===== src/rtl/scr_seq_pkg.sv =====
package scr_seq_pkg;

   typedef enum logic [1:0] {
      K_RESET  = 2'd0,
      K_WRITE  = 2'd1,
      K_READ   = 2'd2,
      K_SAMPLE = 2'd3
   } eng_kind_t;

   typedef enum logic [1:0] {
      PH_RDMEM,
      PH_WRSP,
      PH_RDSP,
      PH_CPSP
   } phase_t;

   typedef enum logic [3:0] {
      S_IDLE, S_RST, S_CMD, S_ALO, S_AHI, S_DATA,
      S_HDR, S_CMP, S_ECHO, S_POLL, S_FIN
   } st_t;

   localparam logic [7:0] CMD_RDMEM = 8'hF0;
   localparam logic [7:0] CMD_WRSP  = 8'h0F;
   localparam logic [7:0] CMD_RDSP  = 8'hAA;
   localparam logic [7:0] CMD_CPSP  = 8'h55;

   function automatic logic [7:0] cmd_of(phase_t ph);
      case (ph)
         PH_RDMEM: return CMD_RDMEM;
         PH_WRSP:  return CMD_WRSP;
         PH_RDSP:  return CMD_RDSP;
         default:  return CMD_CPSP;
      endcase
   endfunction

endpackage


===== src/rtl/scr_seq_wrbuf.sv =====
module scr_seq_wrbuf #(
   parameter int DEPTH = 32,
   parameter int IDX_W = $clog2(DEPTH)
) (
   input  logic             clk,
   input  logic             rst_n,
   input  logic             clr,
   input  logic             load,
   input  logic [7:0]       load_data,
   input  logic [IDX_W-1:0] rd_idx,
   output logic [7:0]       rd_byte
);
   localparam logic [IDX_W:0] FULL = (IDX_W+1)'(DEPTH);

   logic [7:0]     store [DEPTH];
   logic [IDX_W:0] ptr;

   always_ff @(posedge clk) begin
      if (!rst_n || clr)
         ptr <= '0;
      else if (load && ptr < FULL)
         ptr <= ptr + 1'b1;
   end

   always_ff @(posedge clk) begin
      if (load && !clr && ptr < FULL)
         store[ptr[IDX_W-1:0]] <= load_data;
   end

   assign rd_byte = store[rd_idx];

   AST_PTR_BOUND: assert property (@(posedge clk) disable iff (!rst_n)
      ptr <= FULL);

endmodule


===== src/rtl/scr_seq_timer.sv =====
module scr_seq_timer #(
   parameter int LIMIT = 1000
) (
   input  logic clk,
   input  logic rst_n,
   input  logic run,
   output logic expired
);
   generate
      if (LIMIT == 0) begin : g_none
         assign expired = 1'b0;
      end else begin : g_count
         localparam int CW = $clog2(LIMIT + 1);
         logic [CW-1:0] cnt;
         always_ff @(posedge clk) begin
            if (!rst_n || !run)
               cnt <= '0;
            else if (cnt != CW'(LIMIT - 1))
               cnt <= cnt + 1'b1;
         end
         assign expired = run && (cnt == CW'(LIMIT - 1));
      end
   endgenerate

endmodule


===== src/rtl/scr_seq_top.sv =====
module scr_seq_top
   import scr_seq_pkg::*;
#(
   parameter int          BUF_DEPTH  = 32,
   parameter int          LEN_W      = 6,
   parameter int          POLL_LIMIT = 1000,
   parameter logic [15:0] CTRL_ADDR  = 16'h0201,
   parameter logic [7:0]  OSC_ON     = 8'h10
) (
   input  logic             clk,
   input  logic             rst_n,
   input  logic             start,
   input  logic             op_write,
   input  logic [15:0]      addr,
   input  logic [LEN_W-1:0] len,
   input  logic             wr_load,
   input  logic [7:0]       wr_data,
   output logic             rd_valid,
   output logic [7:0]       rd_data,
   output logic             done,
   output logic             error,
   output logic             eng_req,
   output logic [1:0]       eng_kind,
   output logic [7:0]       eng_wbyte,
   input  logic             eng_ack,
   input  logic [7:0]       eng_rbyte
);
   localparam int IDX_W = $clog2(BUF_DEPTH);
   localparam logic [LEN_W-1:0] MAX_LEN = LEN_W'(BUF_DEPTH);
   localparam logic [LEN_W-1:0] HDR_END = LEN_W'(2);

   generate
      if (BUF_DEPTH < 2) begin : g_bad_depth
         $error("BUF_DEPTH must be at least 2");
      end
      if (LEN_W < $clog2(BUF_DEPTH + 1)) begin : g_bad_len
         $error("LEN_W too narrow for BUF_DEPTH");
      end
      if (LEN_W < 2) begin : g_bad_len2
         $error("LEN_W must be at least 2");
      end
   endgenerate

   st_t              state;
   phase_t           phase;
   logic             init_q;
   logic             err_q;
   logic [LEN_W-1:0] idx;
   logic [LEN_W-1:0] len_q;
   logic [15:0]      addr_q;
   logic [7:0]       hdr [3];
   logic             rdv_q;
   logic [7:0]       rdd_q;
   logic [7:0]       buf_byte;
   logic [7:0]       cur_byte;
   logic             last;
   logic             poll_expired;
   logic             accept;
   logic             bad_len;

   assign accept   = (state == S_IDLE) && start;
   assign bad_len  = (len == '0) || (len > MAX_LEN);
   assign cur_byte = init_q ? OSC_ON : buf_byte;
   assign last     = (idx == len_q - LEN_W'(1));

   scr_seq_wrbuf #(.DEPTH(BUF_DEPTH), .IDX_W(IDX_W)) wrbuf_i (
      .clk       (clk),
      .rst_n     (rst_n),
      .clr       (accept),
      .load      (wr_load),
      .load_data (wr_data),
      .rd_idx    (idx[IDX_W-1:0]),
      .rd_byte   (buf_byte)
   );

   scr_seq_timer #(.LIMIT(POLL_LIMIT)) timer_i (
      .clk     (clk),
      .rst_n   (rst_n),
      .run     (state == S_POLL),
      .expired (poll_expired)
   );

   always_comb begin
      eng_req   = 1'b1;
      eng_kind  = K_WRITE;
      eng_wbyte = 8'h00;
      case (state)
         S_RST:  eng_kind = K_RESET;
         S_CMD:  eng_wbyte = cmd_of(phase);
         S_ALO:  eng_wbyte = addr_q[7:0];
         S_AHI:  eng_wbyte = addr_q[15:8];
         S_DATA: begin
            if (phase == PH_RDMEM) eng_kind = K_READ;
            else                   eng_wbyte = cur_byte;
         end
         S_HDR, S_CMP: eng_kind = K_READ;
         S_ECHO: eng_wbyte = hdr[idx[1:0]];
         S_POLL: eng_kind = K_SAMPLE;
         default: eng_req = 1'b0;
      endcase
   end

   always_ff @(posedge clk) begin
      if (!rst_n) begin
         state  <= S_RST;
         phase  <= PH_WRSP;
         init_q <= 1'b1;
         err_q  <= 1'b0;
         idx    <= '0;
         len_q  <= LEN_W'(1);
         addr_q <= CTRL_ADDR;
         rdv_q  <= 1'b0;
         rdd_q  <= 8'h00;
         for (int i = 0; i < 3; i++) hdr[i] <= 8'h00;
      end else begin
         rdv_q <= 1'b0;
         case (state)
            S_IDLE: if (start) begin
               err_q  <= bad_len;
               idx    <= '0;
               addr_q <= addr;
               len_q  <= len;
               init_q <= 1'b0;
               phase  <= op_write ? PH_WRSP : PH_RDMEM;
               state  <= bad_len ? S_FIN : S_RST;
            end
            S_RST: if (eng_ack) state <= S_CMD;
            S_CMD: if (eng_ack) begin
               idx <= '0;
               case (phase)
                  PH_CPSP: state <= S_ECHO;
                  PH_RDSP: state <= S_HDR;
                  default: state <= S_ALO;
               endcase
            end
            S_ALO: if (eng_ack) state <= S_AHI;
            S_AHI: if (eng_ack) state <= S_DATA;
            S_DATA: if (eng_ack) begin
               if (phase == PH_RDMEM) begin
                  rdv_q <= 1'b1;
                  rdd_q <= eng_rbyte;
               end
               idx <= idx + 1'b1;
               if (last) begin
                  idx <= '0;
                  if (phase == PH_RDMEM) begin
                     state <= S_FIN;
                  end else begin
                     phase <= PH_RDSP;
                     state <= S_RST;
                  end
               end
            end
            S_HDR: if (eng_ack) begin
               hdr[idx[1:0]] <= eng_rbyte;
               idx <= idx + 1'b1;
               if (idx == HDR_END) begin
                  idx   <= '0;
                  state <= S_CMP;
               end
            end
            S_CMP: if (eng_ack) begin
               if (eng_rbyte != cur_byte) begin
                  err_q <= 1'b1;
                  state <= S_FIN;
               end else if (last) begin
                  idx   <= '0;
                  phase <= PH_CPSP;
                  state <= S_RST;
               end else begin
                  idx <= idx + 1'b1;
               end
            end
            S_ECHO: if (eng_ack) begin
               idx <= idx + 1'b1;
               if (idx == HDR_END) state <= S_POLL;
            end
            S_POLL: begin
               if (eng_ack && !eng_rbyte[0]) begin
                  state <= S_FIN;
               end else if (poll_expired) begin
                  err_q <= 1'b1;
                  state <= S_FIN;
               end
            end
            S_FIN:   state <= S_IDLE;
            default: state <= S_IDLE;
         endcase
      end
   end

   assign done     = (state == S_FIN) && !init_q;
   assign error    = err_q && !init_q;
   assign rd_valid = rdv_q;
   assign rd_data  = rdd_q;

   AST_RDV_FROM_READ: assert property (@(posedge clk) disable iff (!rst_n)
      rd_valid |-> ($past(eng_ack) && $past(eng_kind) == K_READ));
   AST_REQ_HOLD: assert property (@(posedge clk) disable iff (!rst_n)
      (eng_req && !eng_ack && eng_kind != K_SAMPLE)
      |=> (eng_req && $stable(eng_kind) && $stable(eng_wbyte)));
   AST_POLL_LOW_ENDS: assert property (@(posedge clk) disable iff (!rst_n)
      (eng_req && eng_ack && eng_kind == K_SAMPLE && !eng_rbyte[0] && !init_q)
      |=> (done && !error));
   AST_BAD_LEN: assert property (@(posedge clk) disable iff (!rst_n)
      (accept && bad_len) |=> (done && error && !eng_req));
   AST_DONE_PULSE: assert property (@(posedge clk) disable iff (!rst_n)
      done |=> !done);
   AST_ERR_WITH_DONE: assert property (@(posedge clk) disable iff (!rst_n)
      $rose(error) |-> done);
   AST_ERR_CLEAR: assert property (@(posedge clk) disable iff (!rst_n)
      $fell(error) |-> $past(start));

endmodule


===== config.mk =====
export PLATFORM = sky130hd
export DESIGN_NAME = scr_seq_top
export DESIGN_NICKNAME = d
export VERILOG_FILES = /design/src/rtl/scr_seq_pkg.sv /design/src/rtl/scr_seq_wrbuf.sv /design/src/rtl/scr_seq_timer.sv /design/src/rtl/scr_seq_top.sv
export SDC_FILE = /design/constraint.sdc
export NUM_CORES = 1
export LEC_CHECK = 0
export BUFFER_PORTS_ARGS = -buffer_cell sky130_fd_sc_hd__buf_2
export CORE_MARGIN = 1.5
export CORE_UTILIZATION = 45
export DETAILED_ROUTE_END_ITERATION = 10
export HOLD_SLACK_MARGIN = 0.05
export SYNTH_ARGS = -nofsm -noshare
export SYNTH_HDL_FRONTEND = slang
export SYNTH_SLANG_ARGS = --single-unit

===== constraint.sdc =====
create_clock -name clk -period 5.9 [get_ports clk]
set_input_delay 0.885 -clock clk [delete_from_list [all_inputs] [get_ports clk]]
set_output_delay 0.885 -clock clk [all_outputs]
set_load 0.05 [all_outputs]

# Yosys cells after proc, flatten, opt, wreduce, memory -nomap -nowiden
# Memories as Yosys holds them, arrays and structs flattened. A register that Yosys moved wholly into a read port is not among the register bits.
# Index checks and enable logic that the tools add are counted.
dict set report classes {
  add_sub_neg 4
  mux 67
  n_reduce_logical 32
  n_lt_le_gt_ge 2
  eq_ne 38
}
# operator n
set ops {}
lappend ops {{$mux W4} 18}
lappend ops {{$mux W6} 9}
lappend ops {{$pmux W4 S10} 1}
lappend ops {{$pmux W8 S5} 1}
lappend ops {{$ne A2 B2 Y1 const B} 18}
lappend ops {{$pmux W6 S6} 1}
lappend ops {{$mux W8} 3}
lappend ops {{$pmux W8 S3} 1}
lappend ops {{$mux W2} 11}
lappend ops {{$eq A4 B3 Y1 const B} 4}
lappend ops {{$mux W1} 16}
lappend ops {{$reduce_and A8 Y1} 2}
lappend ops {{$reduce_and A14 Y1} 1}
lappend ops {{$add A6 B1 Y6 const B} 2}
lappend ops {{$eq A4 B4 Y1 const B} 3}
lappend ops {{$add A10 B1 Y10 const B} 1}
lappend ops {{$eq A10 B10 Y1 const B} 1}
lappend ops {{$mux W5} 2}
lappend ops {{$ne A10 B10 Y1 const B} 1}
lappend ops {{$reduce_or A9 Y1} 1}
lappend ops {{$eq A4 B2 Y1 const B} 2}
lappend ops {{$logic_and A1 B1 Y1} 8}
lappend ops {{$ne A8 B8 Y1} 1}
lappend ops {{$pmux W2 S4} 1}
lappend ops {{24 further kinds} 34}
dict set report word_totals {
  inputBits 44
  regBits 61
  out_inout_bits 22
  memories 2
  ram_bits 280
  wordCells 156
}
# memory words word_bits rd rd_clocked_by_memory_dff write_ports line
set mem_list {}
lappend mem_list {wrbuf_i.store 32 8 1 1 1 scr_seq_wrbuf.sv:15} ;# logic [7:0] store [DEPTH];
lappend mem_list {hdr 3 8 1 1 3 scr_seq_top.sv:51} ;# logic [7:0] hdr [3];

# Longest topological paths before layout
# Gate-level depths: netlist of the first run.
dict set report logic_depth {
  word_depth 8
  mapped_depth 13
  depth_no_buf 11
}

# Hierarchy
# Synthesis of the first run repeated with hierarchy kept, for this count alone.
dict set report hier_totals {
  hier_cells 968
  area_unflattened_um2 15033.2
}
# mod cells_per_inst n_inst seq_area_each_um2 area_each_um2
set by_module_without_submodules {}
lappend by_module_without_submodules {scr_seq_wrbuf 447 1 7807.5 10193.5}
lappend by_module_without_submodules {scr_seq_top 467 1 1901.8 4369.2}
lappend by_module_without_submodules {scr_seq_timer 54 1 200.2 470.5}

# Worst setup path before layout of the first run
# Ideal clock, no wire load.
dict set report synth_path {
  path_type {register -> output}
  from {reg state[2]}
  to {out eng_wbyte[2]}
  path_stages_with_launch 7
  required_time_ns 5.015
  path_slack_ns 1.565
  n_path_buf 2
  arrival_ns 3.450
  cell_sequence {dfxtp_1 clkbuf_1 clkinv_1 or2_2 or3_1 clkbuf_1 o311ai_0}
}
dict set report synth_via {
  elab_chain_cells 2
  elab_cells_between_ends 6
  classes_between {eq/ne (5); mux (1)}
}
# item line
set synth_lines {}
lappend synth_lines {{start, declared} scr_seq_top.sv:44} ;# st_t state;
lappend synth_lines {{start signal, assigned} scr_seq_top.sv:125} ;# state <= bad_len ? S_FIN : S_RST;
lappend synth_lines {{$eq A4 B4 Y1 (tied with other cells)} scr_seq_top.sv:87} ;# case (state)
lappend synth_lines {{$pmux W8 S5 *} scr_seq_top.sv:87}
lappend synth_lines {{end, declared} scr_seq_top.sv:24} ;# output logic [7:0] eng_wbyte,
# Every way passes the cells marked *; elsewhere a longest branch is shown, timed or not.

==> key figures, run 1 <==
STA
  • Skew final: between 0.01 and 0.015 ns
  • Slew HR: 25.3%
  • Endpoints failing setup: 0
  • Slew Limit Fails: 0
  • Final Cycle Share: just under 80%
  • Slew @ Worst Pin: 1.12 ns
  • Final setup TNS: 0 ns
  • RSZ-0062 raised after global routing: no
  • Tmin final: 4.56 ns
  • Fmax achieved: around 220 MHz
  • Fin. Hold Viols: 0

Detailed routing
  • Routed length per instance: 22.7 microns
  • Routed WL: 35100 microns
  • ANT nets after route: 0
  • Drt drc: 0
  • Vias/cell: 5.73
  • Met3 WL: 1780 microns
  • Metal2 WL: 16300 microns
  • Drt initial violations: 734
  • TritonRoute pass-1 iters: 5
  • DR top layer: met4
  • Vias after detailed routing: approximately 8.9k
  • Met1 wire length: 15900 microns

Logic synthesis
  • Register bit count reported by yosys: 354
  • Post-Syn Area: 15100 sq um
  • Synth top area share: 57.5%
  • Synth top area cells: edfxtp_1, mux4_2, dfxtp_1, nand2_1, nor2_1
  • Yosys warns: 0
  • Ys flop type: edfxtp_1
  • Mapped Cells: 1017
  • EDFF count, synth: 288
  • Post-synthesis sequential area ratio: 66.2%
  • Syn avg cell area: 14.8 sq um
  • Synth cell count leaders: edfxtp_1, nand2_1, nor2_1
  • Syn Nets: about 1.1k
  • Count leader, synth: edfxtp_1
  • FFs w/ async S/R, synth: 0%
  • Count of cell types in the netlist: between 60 and 70
  • Cell taking the most area after synthesis: edfxtp_1

Place
  • Final RePlAce weighted congestion: ~0.89
  • Count of input and output buffers: between 60 and 70
  • Dpl hpwl: ~23000 microns

Global routing
  • Vias in the first global route: 8706
  • Total grt overflow: 0
  • First-pass GRT wire length: 52700 microns
  • Largest net degree at the start of global routing: 64
  • GRT Util Overall: 20.7%
  • Initial antenna violation count: 0

Floorplan
  • Die area: 34600 sq um
  • Row count: 66
  • Die H: 186 microns
  • IO Count: 66
  • Initial core utilization: 46.0%
  • Total core area: 32700 sq um
  • Die width: 186 microns

Pwr
  • Net Switching: roughly 0.0016 W
  • Sequential power share: between 40 and 50%
  • Tot Pwr: 0.00587 W
  • Leakage: 5.60 nW
  • Sw frac: 27.1%
  • Cell internal pwr: roughly 0.0043 W
  • Clock share of power: 37.4%
  • Pwr dens: 346 nW/um^2
  • Comb power frac: a little over an eighth
  • Worst vdd ir: 254 uV

Clocking
  • CTS tree: done
  • Clk sinks: between 300 and 400
  • Max Root-Sink Buffers: 3
  • Postcts setup bufs: 0
  • Cts bufs inserted: 38
  • H-tree levels: 2
  • Clock Latency Late Sink: 0.52 ns
  • Clock Tree Root: clkbuf_16
  • # hold bufs at CTS: 0
  • PostCTS Resize Cnt: 0
  • Clock slew at reported path FFs: 0.06 ns

Critical path
  • Worst Path Max Fanout: 40
  • Worst path slowest cell: dfxtp_4
  • Crit path cell chain: buf_4 -> mux4_2 -> mux4_2 -> mux2i_1 -> o311ai_0 -> buf_2
  • CP dominant cell by count: mux4_2
  • WP data arrival: 3.68 ns
  • CP required: roughly 5.0 ns
  • Worst Setup End Kind: output pin
  • CP peak stage delay: 0.80 ns
  • Kind of critical path: reg -> out
  • Critical Path Source Type: flip-flop

Flow run
  • Max Cap Viol: 0

Layout
  • Inserted Diodes: 0
  • Share of layout cells above drive strength 1: 20.6%
  • Synth-to-Final Area Change: 12.5%
  • Final nets: 1138

Worst hold path
  • Worst min path class: reg -> reg
  • Hold path start: rd_data[2]$_SDFFE_PN0P_

Outcome
  • Outcome: complete, no violations
-- final timing paths --
check	endpoint	slack, ns	depth (start not counted)
max reg2reg	flip-flop	1.72	9
min reg2reg	rd_data[2]$_SDFFE_PN0P_	0.45	2
min	rd_data[2]$_SDFFE_PN0P_	0.45	2
max	eng_wbyte[5]	1.34	6
-- final cells by class --
class / instances / area (sq um)
Fill cell: 2792 / 15800
Sequential cell: 354 / 9980
Multi-Input combinational cell: 588 / 4750
Clock buffer: 48 / 1040
Tap cell: 442 / 553
Timing Repair Buffer: 77 / 428
Clock inverter: 19 / 103
Inverter: 20 / 75.1
-- worst max-delay path, delay by kind of cell (launching register included) --
kind                   cells  cell delay, ns
DFF                        1            0.80
muxes                      3            1.44
AOI/OAI and AO/OA          1            0.25
buffers and inverters      2            0.63
-- flip-flops by register name, indices dropped and copies added, names as in the netlist, 2 cells and up, named ones only --
| signal | cells |
|---|---|
| idx | 6 |
| phase | 2 |
| rd_data | 8 |
| state | 4 |
| len_q | 6 |
| addr_q | 16 |
| wrbuf_i.store | 256 |
| hdr | 32 |
| wrbuf_i.ptr | 6 |
| timer_i.g_count.cnt | 10 |
-- kinds of logic (layout without fill, tap and decap cells) --
kind of cell	after synthesis	after routing	share of synthesized area, %
xor+xnor	21	21	1.22
flops	354	354	66.2
buf+inv	75	164	2.20
fa+ha+maj	15	15	1.25
compound gates	142	142	6.18
mux	103	103	13.1
simple gates	307	307	9.78
-- layer usage --
layer	up-vias	global-route usage, %
li1	4072	-
met1	4460	29.1
met2	277	33.0
met3	58	2.95
met4	0	7.42
met5	-	0
-- stage by stage --
| stage | cell area [sq um] | utilization [%] | hold slack [ns] | worst slack, ns | std cells |
|---|---|---|---|---|---|
| after global routing | 16900 | 51.8 | 0.476 | 1.14 | 1548 |
| final | 16900 | 51.8 | 0.451 | 1.34 | 1548 |
| after detailed placement | 15800 | 48.3 | 0.444 | 1.81 | 1481 |
| after global placement | 15800 | 48.3 | 0.438 | 1.87 | 1481 |
| after floorplan | 15100 | - | 0.436 | 1.57 | 1017 |
| after CTS | 16900 | 51.8 | 0.452 | 1.29 | 1548 |
-- power by group through the flow --
| stage | Sequential, W | Combinational [W] | Clock, W |
|---|---|---|---|
| 6_report | 0.00287 | 0.000800 | 0.00219 |
| 5_1_grt | 0.00288 | 0.000870 | 0.00233 |
| 4_1_cts | 0.00287 | 0.000799 | 0.00223 |
| 3_5_place_dp | 0.00292 | 0.000794 | 0 |
| 3_3_place_gp | 0.00292 | 0.000789 | 0 |
| 2_1_floorplan | 0.00285 | 0.000599 | 0 |
-- cell usage in the layout (no fill, tap or decap), drive strengths merged, types with 25 or more instances in the layout --
master and count:
a21oi 50, and3 31, buf 77, clkbuf 48, dfxtp 66, edfxtp 288
mux4 75, nand2 91, nand3 25, nor2 84, o21ai 26
No activity file was read; power rests on OpenSTA's default activity.
==> run 2, diff against run 1 <==
- ABC_AREA: unset -> 1
- clock period: 5.9 -> 3.8 ns (I/O delays scaled with it)
==> key figures, run 2 <==
Outcome
  • Outcome: complete, no violations

STA
  • Final Cycle Share: 97.3%
  • Endpoints failing setup: 0 (unchanged)
  • Hold WS: 0.245 ns (-0.206 ns)
  • Fmax achieved: 271 MHz
  • Tmin final: 3.70 ns
  • Slew @ Worst Pin: 0.980 ns (-0.137 ns)
  • Slew Limit Fails: 0 (unchanged)
  • Final setup TNS: 0 ns (unchanged)
  • RSZ-0062 raised after global routing: no
  • Slew HR: 34.5% (+9.2 points)
  • Skew final: 0.0215 ns (+0.00795 ns)
  • Fin. Hold Viols: 0 (unchanged)

Layout
  • Share of layout cells above drive strength 1: 9.25% (-11 points)
  • Final instance area: 17400 sq um (+2.7%)
  • Final nets: 1674 (+47%)
  • Most frequent cells in the layout: nand2_1, edfxtp_1, nand3_1
  • Largest register FFs: 256 (unchanged)
  • Commonest non-fill, non-tap cell in the layout: nand2_1
  • Inserted Diodes: 0 (unchanged)
  • Synth-to-Final Area Change: 12.9%
  • Final core occ: 51.7% (-0.061 points)

Logic synthesis
  • EDFF count, synth: 288 (unchanged)
  • Ys flop type: edfxtp_1
  • Mapped Cells: 1558 (+53%)
  • Post-Synth Simple-Gate Area: 23.1% (+13 points)
  • Count leader, synth: nand2_1
  • FFs w/ async S/R, synth: 0% (unchanged)
  • Post-synthesis mux area share: 0% (-13 points)
  • Synth top area share: 56.1% (-1.3 points)
  • Adder-cell share of the synthesized area: 1.22% (-0.029 points)
  • Yosys warns: 0 (unchanged)
  • Register bit count reported by yosys: 354 (unchanged)
  • Post-synthesis compound-gate area fraction: 5.33% (-0.85 points)
  • Syn Nets: 1617 (+50%)
  • Post-Syn Area: 15400 sq um (+2.3%)
  • Synth top area cells: edfxtp_1, nand2_1, dfxtp_1, nand3_1, nor2_1
  • Syn avg cell area: 9.89 sq um (-33%)
  • Count of cell types in the netlist: 38 (-42%)
  • Post-synthesis sequential area ratio: 64.7% (-1.5 points)
  • Cell taking the most area after synthesis: edfxtp_1
  • Largest family of logic cells by synthesized area: simple AND/OR/NAND/NOR gates
  • XOR/XNOR Fraction of Synth Area: 0.739% (-0.48 points)
  • Synth cell count leaders: nand2_1, edfxtp_1, nand3_1

Detailed routing
  • Drt initial violations: 1150 (+57%)
  • Vias/cell: 5.38 (-6.0%)
  • TritonRoute pass-1 iters: 5 (unchanged)
  • Routed WL: 39600 microns (+13%)
  • Vias after detailed routing: 11.3k (+27%)
  • Drt drc: 0 (unchanged)
  • ANT nets after route: 0 (unchanged)
  • Routed length per instance: 18.9 microns (-17%)

Critical path
  • WP data arrival: 3.13 ns (-0.55 ns)
  • Worst Setup End Kind: output pin
  • Worst Path Max Fanout: 146 (+270%)
  • Critical Path Source Type: flip-flop
  • Buf+Inv Stages, Crit Path: 2 (unchanged)
  • Critical Path Stages: 12 (+6)
  • Kind of critical path: reg -> out
  • Reg2Reg Setup Slack: 0.81 ns (-0.91 ns)
  • CP peak stage delay: 0.47 ns (-0.33 ns)
  • Worst R2R Path Depth: 18 (+9)
  • CP delay by family, top: simple AND/OR/NAND/NOR gates
  • Worst path slowest cell: o21ai_0
  • Crit path cell chain: buf_12 -> nand2_1 -> nand3_1 -> nand3_1 -> nand2_1 -> nand2_1 -> nand3_1 -> nand3_1 -> o21ai_0 -> nor2_1 -> nand2_1 -> buf_2
  • CP required: 3.23 ns (-1.79 ns)

Floorplan
  • Row count: 67 (+1.5%)
  • Initial core utilization: 45.8% (-0.20 points)
  • Die H: 188 microns (+1.1%)
  • Die area: 35300 sq um (+2.3%)
  • Total core area: 33600 sq um (+2.8%)
  • IO Count: 66 (unchanged)
  • Die width: 188 microns (+1.1%)

Clocking
  • Max Root-Sink Buffers: 3 (unchanged)
  • Clock Latency Late Sink: 0.55 ns (+0.03 ns)
  • Cts bufs inserted: 38 (unchanged)
  • Postcts setup bufs: 0 (unchanged)
  • H-tree levels: 2 (unchanged)
  • Clk sinks: 354 (unchanged)
  • CTS tree: done
  • Clock Tree Root: clkbuf_16
  • Clock slew at reported path FFs: 0.06 ns (about the same)
  • # hold bufs at CTS: 0 (unchanged)

Place
  • Count of input and output buffers: 65 (unchanged)
  • Final RePlAce weighted congestion: 0.901 (+0.78%)
  • Placed cell area: 16200 sq um (+2.4%)
  • Dpl hpwl: 25700 microns (+11%)

Pwr
  • Worst vdd ir: 393 uV (+55%)
  • Leakage: 6.56 nW (+17%)
  • Pwr dens: 610 nW/um^2 (+76%)

Flow run
  • Max Cap Viol: 0 (unchanged)

Global routing
  • Vias in the first global route: 10.7k (+23%)
  • Initial antenna violation count: 0 (unchanged)
  • First-pass GRT wire length: 60900 microns (+15%)
  • GRT Util Overall: 22.4% (+1.8 points)
  • Total grt overflow: 0 (unchanged)
  • Largest net degree at the start of global routing: 147 (+130%)

Worst hold path
  • Hold path depth: 3 (+1)
  • Worst min path class: in -> reg
-- run 2: changes by cell type in the layout (fill, tap and decap cells not counted), sizes merged, moves of 9 or more --
cell | previous run | this run
nor2 | 84 | 167
buf | 77 | 86
inv | 22 | 105
mux4 | 75 | 0
o21ai | 26 | 71
nand3 | 25 | 244
mux2i | 22 | 0
and3 | 31 | 0
nand2 | 91 | 412
nor2b | 10 | 0
-- run 2: metrics by stage --
stage | worst slack [ns] | instances | total power [W]
floorplan | 0.981 | 1558 | 0.00633
global route | 0.0126 | 2091 | 0.0111
finish | 0.103 | 2091 | 0.0106
detailed placement | 0.757 | 2023 | 0.00707
global placement | 0.793 | 2023 | 0.00705
CTS | 0.161 | 2091 | 0.0107
-- run 2: power by group --
group	leakage (nW)	switching, W	internal, W
registers	3.16	0.000112	0.00436
clock network	0.602	0.00151	0.00209
logic	2.80	0.00180	0.000730
total	6.56	0.00343	0.00718
-- run 2: timing repair --
| item | CTS | global route |
|---|---|---|
| endpoints found under the hold margin | 0 | 0 |
| resized for setup | 0 | 1 |
| endpoints found under the setup margin | 0 | 1 |
-- run 2: logic make-up (layout without fill, tap and decap cells) --
group           count (synthesis)  after routing
compound gates                150            150
buf+inv                       176            261
fa+ha+maj                      15             15
flops                         354            354
xor+xnor                       13             13
simple gates                  850            850
-- run 2: metal layers --
metal / routed length [microns] / part of all wire [%] / track usage [%] / up-vias
met5: 0 / 0 / 0 / -
met4: 1360 / 3.4 / 8.83 / 0
met3: 2430 / 6.2 / 3.56 / 77
met2: 18500 / 47 / 36.2 / 385
met1: 17200 / 44 / 30.5 / 5357
li1: - / - / - / 5440
-- run 2: final timing paths --
check	start	end
max	flip-flop	eng_wbyte[5]
min	addr[0]	addr_q[0]$_SDFFE_PN1P_
max reg2reg	flip-flop	flip-flop
min reg2reg	addr_q[4]$_SDFFE_PN0P_	addr_q[4]$_SDFFE_PN0P_
-- run 2: cell type report --
| class | instances | area, sq um |
|---|---|---|
| Inverter | 107 | 407 |
| Timing Repair Buffer | 86 | 533 |
| Tap cell | 448 | 561 |
| Sequential cell | 354 | 9970 |
| Clock inverter | 14 | 119 |
| Fill cell | 3062 | 16200 |
| Multi-Input combinational cell | 1028 | 4690 |
| Clock buffer | 54 | 1100 |
-- run 2: worst reg2reg max path, delay by kind of cell (launching register included) --
| kind | cells | cell delay, ns |
|---|---|---|
| buffers and inverters | 2 | 0.48 |
| and+or+nand+nor | 15 | 1.83 |
| DFF | 1 | 0.38 |
| AOI/OAI and AO/OA | 1 | 0.18 |
